### src/rtl/mrt_pkg.sv
package mrt_pkg;
    typedef enum logic [1:0] {
        ST_IDLE = 2'd0,
        ST_RUN  = 2'd1,
        ST_HOLD = 2'd2
    } seq_state_e;

    localparam int STAT_W   = 32;
    localparam int CONT_LSB = 12;
endpackage

### src/rtl/mrt_lowest.sv
module mrt_lowest #(
    parameter int W  = 16,
    parameter int IW = $clog2(W)
) (
    input  logic [W-1:0]  vec_i,
    output logic          found_o,
    output logic [IW-1:0] idx_o
);
    // priority pick of the least significant set bit
    always_comb begin
        found_o = 1'b0;
        idx_o   = '0;
        for (int i = W - 1; i >= 0; i--) begin
            if (vec_i[i]) begin
                found_o = 1'b1;
                idx_o   = IW'(i);
            end
        end
    end
endmodule

### src/rtl/mrt_floor_mask.sv
module mrt_floor_mask #(
    parameter int W  = 16,
    parameter int IW = $clog2(W)
) (
    input  logic [IW-1:0] base_i,
    output logic [W-1:0]  mask_o
);
    // bit g set when g is at or above the base index
    for (genvar g = 0; g < W; g++) begin : g_cmp
        assign mask_o[g] = (base_i <= IW'(g));
    end
endmodule

### src/rtl/mrt_status_pack.sv
module mrt_status_pack
    import mrt_pkg::*;
#(
    parameter int IW = 4
) (
    input  logic              hold_i,
    input  logic [IW-1:0]     idx_i,
    output logic [STAT_W-1:0] word_o
);
    // only the continuation field can be non-zero, and only while held
    for (genvar b = 0; b < STAT_W; b++) begin : g_bit
        if (b >= CONT_LSB && b < CONT_LSB + IW) begin : g_fld
            assign word_o[b] = hold_i & idx_i[b-CONT_LSB];
        end else begin : g_zero
            assign word_o[b] = 1'b0;
        end
    end
endmodule

### src/rtl/mrt_seq.sv
module mrt_seq
    import mrt_pkg::*;
#(
    parameter int LIST_W = 16,
    localparam int IW    = $clog2(LIST_W)
) (
    input  logic              clk,
    input  logic              rst_n,
    input  logic              start_i,
    input  logic [LIST_W-1:0] list_i,
    input  logic              load_i,
    input  logic              irq_i,
    input  logic              resume_i,
    output logic              issue_valid_o,
    output logic [IW-1:0]     issue_idx_o,
    output logic              issue_load_o,
    output logic              done_o,
    output logic              busy_o,
    output logic              suspended_o,
    output logic [STAT_W-1:0] status_o
);
    seq_state_e        state_q, state_n;
    logic [LIST_W-1:0] rem_q, rem_n;
    logic [IW-1:0]     cont_q, cont_n;
    logic              load_q, load_n;

    logic              first_found;
    logic [IW-1:0]     first_idx;
    logic [LIST_W-1:0] first_oh;
    logic [LIST_W-1:0] rest;
    logic              more;
    logic [IW-1:0]     next_idx;
    logic [LIST_W-1:0] floor_mask;

    // current register to issue
    mrt_lowest #(.W(LIST_W), .IW(IW)) u_pick_cur (
        .vec_i   (rem_q),
        .found_o (first_found),
        .idx_o   (first_idx)
    );

    assign first_oh = LIST_W'(1) << first_idx;
    assign rest     = rem_q & ~first_oh;

    // lookahead: register owed after the current one
    mrt_lowest #(.W(LIST_W), .IW(IW)) u_pick_next (
        .vec_i   (rest),
        .found_o (more),
        .idx_o   (next_idx)
    );

    // resume window from the saved index upward
    mrt_floor_mask #(.W(LIST_W), .IW(IW)) u_floor (
        .base_i (cont_q),
        .mask_o (floor_mask)
    );

    mrt_status_pack #(.IW(IW)) u_status (
        .hold_i (state_q == ST_HOLD),
        .idx_i  (cont_q),
        .word_o (status_o)
    );

    // state register
    always_ff @(posedge clk or negedge rst_n) begin
        if (!rst_n) begin
            state_q <= ST_IDLE;
            rem_q   <= '0;
            cont_q  <= '0;
            load_q  <= 1'b0;
        end else begin
            state_q <= state_n;
            rem_q   <= rem_n;
            cont_q  <= cont_n;
            load_q  <= load_n;
        end
    end

    // transitions
    always_comb begin
        state_n = state_q;
        rem_n   = rem_q;
        cont_n  = cont_q;
        load_n  = load_q;
        unique case (state_q)
            ST_IDLE: begin
                if (start_i) begin
                    state_n = ST_RUN;
                    rem_n   = list_i;
                    load_n  = load_i;
                end
            end
            ST_RUN: begin
                if (!more) begin
                    // final or empty issue: interrupt has nothing to split
                    state_n = ST_IDLE;
                    rem_n   = '0;
                end else if (irq_i) begin
                    state_n = ST_HOLD;
                    cont_n  = next_idx;
                    rem_n   = '0;
                end else begin
                    rem_n   = rest;
                end
            end
            ST_HOLD: begin
                if (resume_i) begin
                    state_n = ST_RUN;
                    rem_n   = list_i & floor_mask;
                    cont_n  = '0;
                end
            end
            default: begin
                state_n = ST_IDLE;
                rem_n   = '0;
                cont_n  = '0;
            end
        endcase
    end

    // outputs
    always_comb begin
        issue_valid_o = 1'b0;
        issue_idx_o   = '0;
        issue_load_o  = 1'b0;
        done_o        = 1'b0;
        busy_o        = 1'b0;
        suspended_o   = 1'b0;
        unique case (state_q)
            ST_IDLE: begin
            end
            ST_RUN: begin
                busy_o        = 1'b1;
                issue_valid_o = first_found;
                issue_idx_o   = first_idx;
                issue_load_o  = first_found & load_q;
                done_o        = !more;
            end
            ST_HOLD: begin
                busy_o      = 1'b1;
                suspended_o = 1'b1;
            end
            default: begin
            end
        endcase
    end
endmodule

### config.mk
export PLATFORM = sky130hd
export DESIGN_NAME = mrt_seq
export DESIGN_NICKNAME = d
export VERILOG_FILES = /design/src/rtl/mrt_pkg.sv /design/src/rtl/mrt_lowest.sv /design/src/rtl/mrt_floor_mask.sv /design/src/rtl/mrt_status_pack.sv /design/src/rtl/mrt_seq.sv
export SDC_FILE = /design/constraint.sdc
export NUM_CORES = 1
export LEC_CHECK = 0
export CAP_MARGIN = 10
export CELL_PAD_IN_SITES_DETAIL_PLACEMENT = 0
export CELL_PAD_IN_SITES_GLOBAL_PLACEMENT = 1
export CORE_MARGIN = 3
export CORE_UTILIZATION = 35
export DETAILED_ROUTE_END_ITERATION = 10
export HOLD_SLACK_MARGIN = 0.03
export PLACE_DENSITY_LB_ADDON = 0.1
export SETUP_SLACK_MARGIN = 0.2
export SLEW_MARGIN = 10
export SYNTH_ARGS = -nofsm -noshare
export SYNTH_HDL_FRONTEND = slang
export SYNTH_SLANG_ARGS = --single-unit
export TNS_END_PERCENT = 50
### constraint.sdc
create_clock -name clk -period 2.9 [get_ports clk]
set_input_delay 0.87 -clock clk [delete_from_list [all_inputs] [get_ports clk]]
set_output_delay 0.87 -clock clk [all_outputs]
set_load 0.02 [all_outputs]
==> results of run 1 <==
[kinds of logic after synthesis]
kind of cell | Yosys count | share of synthesized area (%)
AND/OR/NAND/NOR | 115 | 25.5
flip-flops | 23 | 25.3
other | 1 | 0.165
adder cells (fa/ha/maj) | 4 | 2.20
multiplexers | 1 | 0.495
AO/OA/AOI/OAI | 98 | 32.4
buffers and inverters | 53 | 13.9
[path summary, 6_finish.rpt]
kind / from / to / slack, ps
max in group asynchronous: rst_n / rem_q[13] / 1660
setup reg to reg: rem_q[14] / cont_q[0] / 190
setup / recovery: rem_q[1] / done_o / -260
min in group asynchronous: rst_n / state_q[1] / 950
hold / removal: load_q / load_q / 520
hold reg to reg: load_q / load_q / 520
[state kept, by name, summed over array words and instances, names as in the netlist]
name     count
cont_q       4
load_q       1
rem_q       16
state_q      2
[per-stage QoR]
step	instances	setup TNS, ps
CTS	469	-359
finish	473	-349
global route	473	-548
floorplan	322	0
detailed placement	464	-962
global placement	464	-948
[where the power goes]
group | leakage, nW | switching, W | internal (W)
registers | 0.283 | 0.000206 | 0.000458
clock network | 0.0228 | 0.000119 | 0.0000986
logic | 1.24 | 0.00175 | 0.00155
total | 1.54 | 0.00207 | 0.00211
[placed cells by master, fill, tap and decap left out, drive strengths merged, types with 7 or more instances in the layout]
master / netlist / routed
conb: 1 / 28
nor3: 7 / 7
buf: 33 / 82
nand2: 43 / 43
nor2: 26 / 26
clkdlybuf4s50: 0 / 23
nand3: 8 / 8
a21oi: 16 / 16
inv: 14 / 14
o21ai: 25 / 25
dfrtp: 23 / 23
[what timing repair did]
item,4_1_cts,5_1_grt
endpoints found under the setup margin,12,16
pin swaps,3,8
resized for setup,50,30
buffers inserted,1,4
endpoints found under the hold margin,0,0
[area by class of cell]
type	instances	area (sq um)	area share, %
tap	75	93.8	2.80
clock buffer	4	45.0	1.35
multi-input combinational	246	1630	48.6
sequential	23	588	17.6
timing repair buffer	111	940	28.1
inverter	14	52.6	1.57
[metal layers]
layer,routed length [um],vias to the layer above
met1,3780,1218
met2,3880,109
met3,541,20
met5,0,-
li1,-,1229
met4,312,0
==> impl_metrics.py, run 1 <==
metrics = {
    "cts": {
        "cts-htree-levels": 1,
        "clock-sinks": 23,
        "insertion_delay_ps": 280,
        "clk_path_buf_depth": 2,
        "cts_tree": "yes",
        "ctsHoldBuffers": 0,
        "cts_buffers": 3,
        "cts-root-buf": "clkbuf_8",
        "path_clk_slew_ps": 100,
    },
    "logic_synthesis": {
        "yosys_most_used_dff": "dfrtp_1",
        "syn_inst": 295,
        "syn_area_per_cell_sq_um": 7.72,
        "synthArstFlopShare_pct": 100,
        "yosys.area.top_type": "dfrtp_1",
        "yosys_warnings": 0,
        "ys_ff_latch": 23,
        "synth-edff-count": 0,
        "syn-cell-area_sq_mm": 0.00228,
        "synth_top_area_share_pct": 25.3,
        "synth_area_leaders": "dfrtp_1, buf_4, nand2_1, o21ai_0, nor2_1",
        "yosysUniqueCellTypes": 65,
        "yosysMostFrequentCell": "nand2_1",
        "yosys-top-cells-count": "nand2_1, buf_4, nor2_1",
        "ys_seq_area_share_pct": 25.3,
    },
    "layout": {
        "area_growth_pct": 47.1,
        "fin_nets": 425,
        "layout-drive-gt1-share_pct": 33.9,
        "fill_cells": 607,
        "final_area_sq_mm": 0.00335,
        "utilization_pct": 54.9,
        "antenna_cells": 0,
    },
    "timing": {
        "min_period_ps": 3160,
        "report.final.slew_viol_count": 0,
        "fin_crit_sh_pct": 109,
        "fmax_mhz": 316,
        "clock_skew_ps": 11.0,
        "hold_violations": 0,
        "rsz0062_at_grt": "true",
        "timing.hold.ws_ps": 516,
        "setup_violations": 2,
        "worst_slack_ps": -264,
    },
    "drt": {
        "routed_wl_um": 8510,
        "via_per_inst": 5.45,
        "drc": 0,
        "dr.pass1.iters": 4,
        "wire_per_inst_um": 18.0,
        "drt-initial-drc-count": 164,
        "ant_nets": 0,
        "dr_total_vias": 2576,
    },
    "grt": {
        "grt_first_pass_wirelength_um": 13400,
        "antenna_found_initial": 0,
        "met3_usage_pct": 3.90,
        "grt_max_degree": 24,
        "track_usage_pct": 23.1,
        "grt_use_met1_pct": 31.3,
        "grt_overflow": 0,
        "first_global_vias": 2614,
        "busiest_layer": "met2",
        "met2_usage_pct": 35.4,
    },
    "hold_path": {
        "min_path_cells": 1,
        "min_path_type": "reg2reg",
    },
    "critical_path": {
        "critPathBufInv": 2,
        "slowest_delay_ps": 420,
        "worstPathArrival_ps": 2290,
        "crit_path_end_kind": "output pin",
        "worstSetupStartpointType": "flip-flop",
        "path_common_cell": "buf_6",
        "reg2regPathDepth": 10,
        "crit_type": "reg2out",
        "path_delay_family": "simple AND/OR/NAND/NOR gates",
        "crit_path_cell_trace": "nor4_4 -> buf_6 -> and4_4 -> a21boi_4 -> a21oi_2 -> o31a_4 -> nor3_4 -> buf_6",
        "critPathRequiredTime_ps": 2030,
        "cp_max_fo": 7,
        "cpMaxStageDelayCell": "dfrtp_1",
        "path_depth": 8,
    },
    "floorplan": {
        "die_h_um": 86.6,
        "die_area_sq_mm": 0.00751,
        "ioPinCount": 63,
        "initial_utilization_pct": 37.3,
        "dieWidth_um": 86.6,
        "coreArea_sq_mm": 0.00610,
        "rows": 28,
    },
    "placed_design": {
        "placed_area_sq_mm": 0.00311,
        "pre_cts_ws_ps": -451,
        "port_buffers": 34,
        "gp_congestion": 0.937,
        "hpwl_um": 6680,
    },
    "power": {
        "totalPowerFinal_w": 0.00418,
        "p_leak_nw": 1.54,
        "ir_worst_vdd_mv": 0.638,
        "powerDensity_mw_per_mm2": 1250,
    },
    "outcome": {
        "status": "finished with violations",
        "violations": "setup timing",
    },
    "flow_run": {
        "drv_cap": 0,
    },
}
Note: power is estimated with default switching activity, not from simulation.
==> run 2, diff against run 1 <==
--- a/config.mk
+++ b/config.mk
@@ -14,6 +14,7 @@
 export HOLD_SLACK_MARGIN = 0.03
 export PLACE_DENSITY_LB_ADDON = 0.1
 export SETUP_SLACK_MARGIN = 0.2
+export SKIP_LAST_GASP = 1
 export SLEW_MARGIN = 10
 export SYNTH_ARGS = -nofsm -noshare
 export SYNTH_HDL_FRONTEND = slang
==> impl_metrics.py, run 2 (synthesis results as in run 1) <==
metrics = {
    "drt": {
        "drt-initial-drc-count": 142,
        "routed_wl_um": 8370,
        "dr.pass1.iters": 4,
        "via_per_inst": 5.47,
        "wire_per_inst_um": 17.7,
        "ant_nets": 0,
        "drc": 0,
        "dr_total_vias": 2594,
    },
    "critical_path": {
        "critPathRequiredTime_ps": 2030,
        "timing.critical_path.from": "rem_q[1]",
        "crit_path_end_kind": "output pin",
        "worstReg2RegEnd": "rem_q[15]",
        "r2r-start": "rem_q[1]",
        "crit_type": "reg2out",
        "reg2regPathDepth": 11,
        "r2r_slack_ps": 190,
        "worstPathArrival_ps": 2290,
        "worstSetupEndpoint": "done_o",
        "worstSetupStartpointType": "flip-flop",
        "cp_max_fo": 7,
    },
    "power": {
        "ir_worst_vdd_mv": 0.630,
        "powerDensity_mw_per_mm2": 1240,
        "p_sw_w": 0.00203,
        "seq_power_share_pct": 16.0,
        "totalPowerFinal_w": 0.00413,
        "power_frac_comb_pct": 78.8,
        "p_int_w": 0.00210,
        "clkPwrFrac_pct": 5.2,
        "switching_share_pct": 49.2,
        "p_leak_nw": 1.53,
    },
    "timing": {
        "worst_slack_ps": -262,
        "report.final.slew_viol_count": 0,
        "rsz0062_at_grt": "true",
        "fin_crit_sh_pct": 109,
        "setup_violations": 2,
        "hold_violations": 0,
        "clock_skew_ps": 7.51,
        "min_period_ps": 3160,
        "fmax_mhz": 316,
    },
    "grt": {
        "track_usage_pct": 22.9,
        "antenna_found_initial": 0,
        "grt_first_pass_wirelength_um": 13300,
        "grt_max_degree": 24,
        "first_global_vias": 2599,
        "grt_overflow": 0,
    },
    "floorplan": {
        "rows": 28,
        "initial_utilization_pct": 37.3,
        "coreArea_sq_mm": 0.00610,
        "die_area_sq_mm": 0.00751,
        "die_h_um": 86.6,
        "ioPinCount": 63,
        "dieWidth_um": 86.6,
    },
    "flow_run": {
        "drv_cap": 0,
    },
    "layout": {
        "largestRegisters": "rem_q (16), cont_q (4), state_q (2)",
        "layout_commonest_cell": "buf_4",
        "top_register": "rem_q",
        "largest_register_ff_count": 16,
        "area_growth_pct": 46.6,
        "antenna_cells": 0,
        "fin_nets": 426,
        "final_cell_mix": "buf_4, nand2_1, conb_1",
        "fill_cells": 610,
        "stdcell_count": 474,
        "layout-drive-gt1-share_pct": 33.1,
        "final_area_sq_mm": 0.00334,
        "utilization_pct": 54.7,
    },
    "placed_design": {
        "placed_area_sq_mm": 0.00311,
        "port_buffers": 34,
        "dp_cells": 464,
        "gp_congestion": 0.937,
        "hpwl_um": 6680,
    },
    "cts": {
        "cts-root-buf": "clkbuf_8",
        "ctsHoldBuffers": 0,
        "cts_tree": "yes",
        "cts-htree-levels": 1,
        "insertion_delay_ps": 270,
        "clock-sinks": 23,
        "clk_path_buf_depth": 2,
        "cts_buffers": 3,
        "path_clk_slew_ps": 90,
    },
    "hold_path": {
        "min_path_type": "reg2reg",
    },
    "outcome": {
        "violations": "setup timing",
        "status": "finished with violations",
    },
}
run 2: worst min path at each step:
stage                start     end  slack [ps]  depth (start not counted)
floorplan           load_q  load_q         470                          1
global placement    load_q  load_q         490                          1
detailed placement  load_q  load_q         490                          1
CTS                 load_q  load_q         520                          1
global route        load_q  load_q         550                          1
finish              load_q  load_q         520                          1
run 2: routing by layer:
layer / wire length [um] / track usage (%) / vias to the layer above
met2: 3790 / 34.7 / 118
met4: 308 / 11.2 / 0
li1: - / - / 1235
met3: 607 / 3.90 / 21
met1: 3670 / 31.2 / 1220
met5: 0 / 0 / -
run 2: cell type report:
type / instances / area (sq um) / share of cell area, %
repair buffers: 112 / 951 / 28.5
flip-flops and latches: 23 / 587 / 17.6
well taps: 75 / 93.8 / 2.81
inverters: 14 / 52.6 / 1.58
multi-input cells: 246 / 1610 / 48.2
clock buffers: 4 / 45.0 / 1.35
run 2: power groups by stage:
stage / clock network, W / logic [W] / registers, W
2_1_floorplan: 0 / 0.00167 / 0.000559
6_report: 0.000214 / 0.00325 / 0.000659
3_3_place_gp: 0 / 0.00298 / 0.000616
3_5_place_dp: 0 / 0.00296 / 0.000625
4_1_cts: 0.000220 / 0.00306 / 0.000636
5_1_grt: 0.000235 / 0.00352 / 0.000673
run 2: through the flow:
step | setup WS (ps) | hold slack, ps | setup TNS, ps
6_report | -262 | 516 | -382
4_1_cts | -257 | 519 | -532
2_1_floorplan | 24.7 | 470 | 0
3_5_place_dp | -451 | 490 | -962
3_3_place_gp | -450 | 488 | -948
5_1_grt | -303 | 551 | -643
run 2: timing repair:
action / 4_1_cts / 5_1_grt
gates resized for setup: 40 / 27
endpoints found under the setup margin: 12 / 17
pin swaps: 3 / 9
buffers inserted: 1 / 5
run 2: critical path: stages, from the launching register on:
cell      delay, ps
dfrtp_1         410
nor4_4          290
buf_6           170
and4_4          230
a21boi_4        190
a21oi_2          90
o31a_4          300
nor3_4          170
buf_6           150
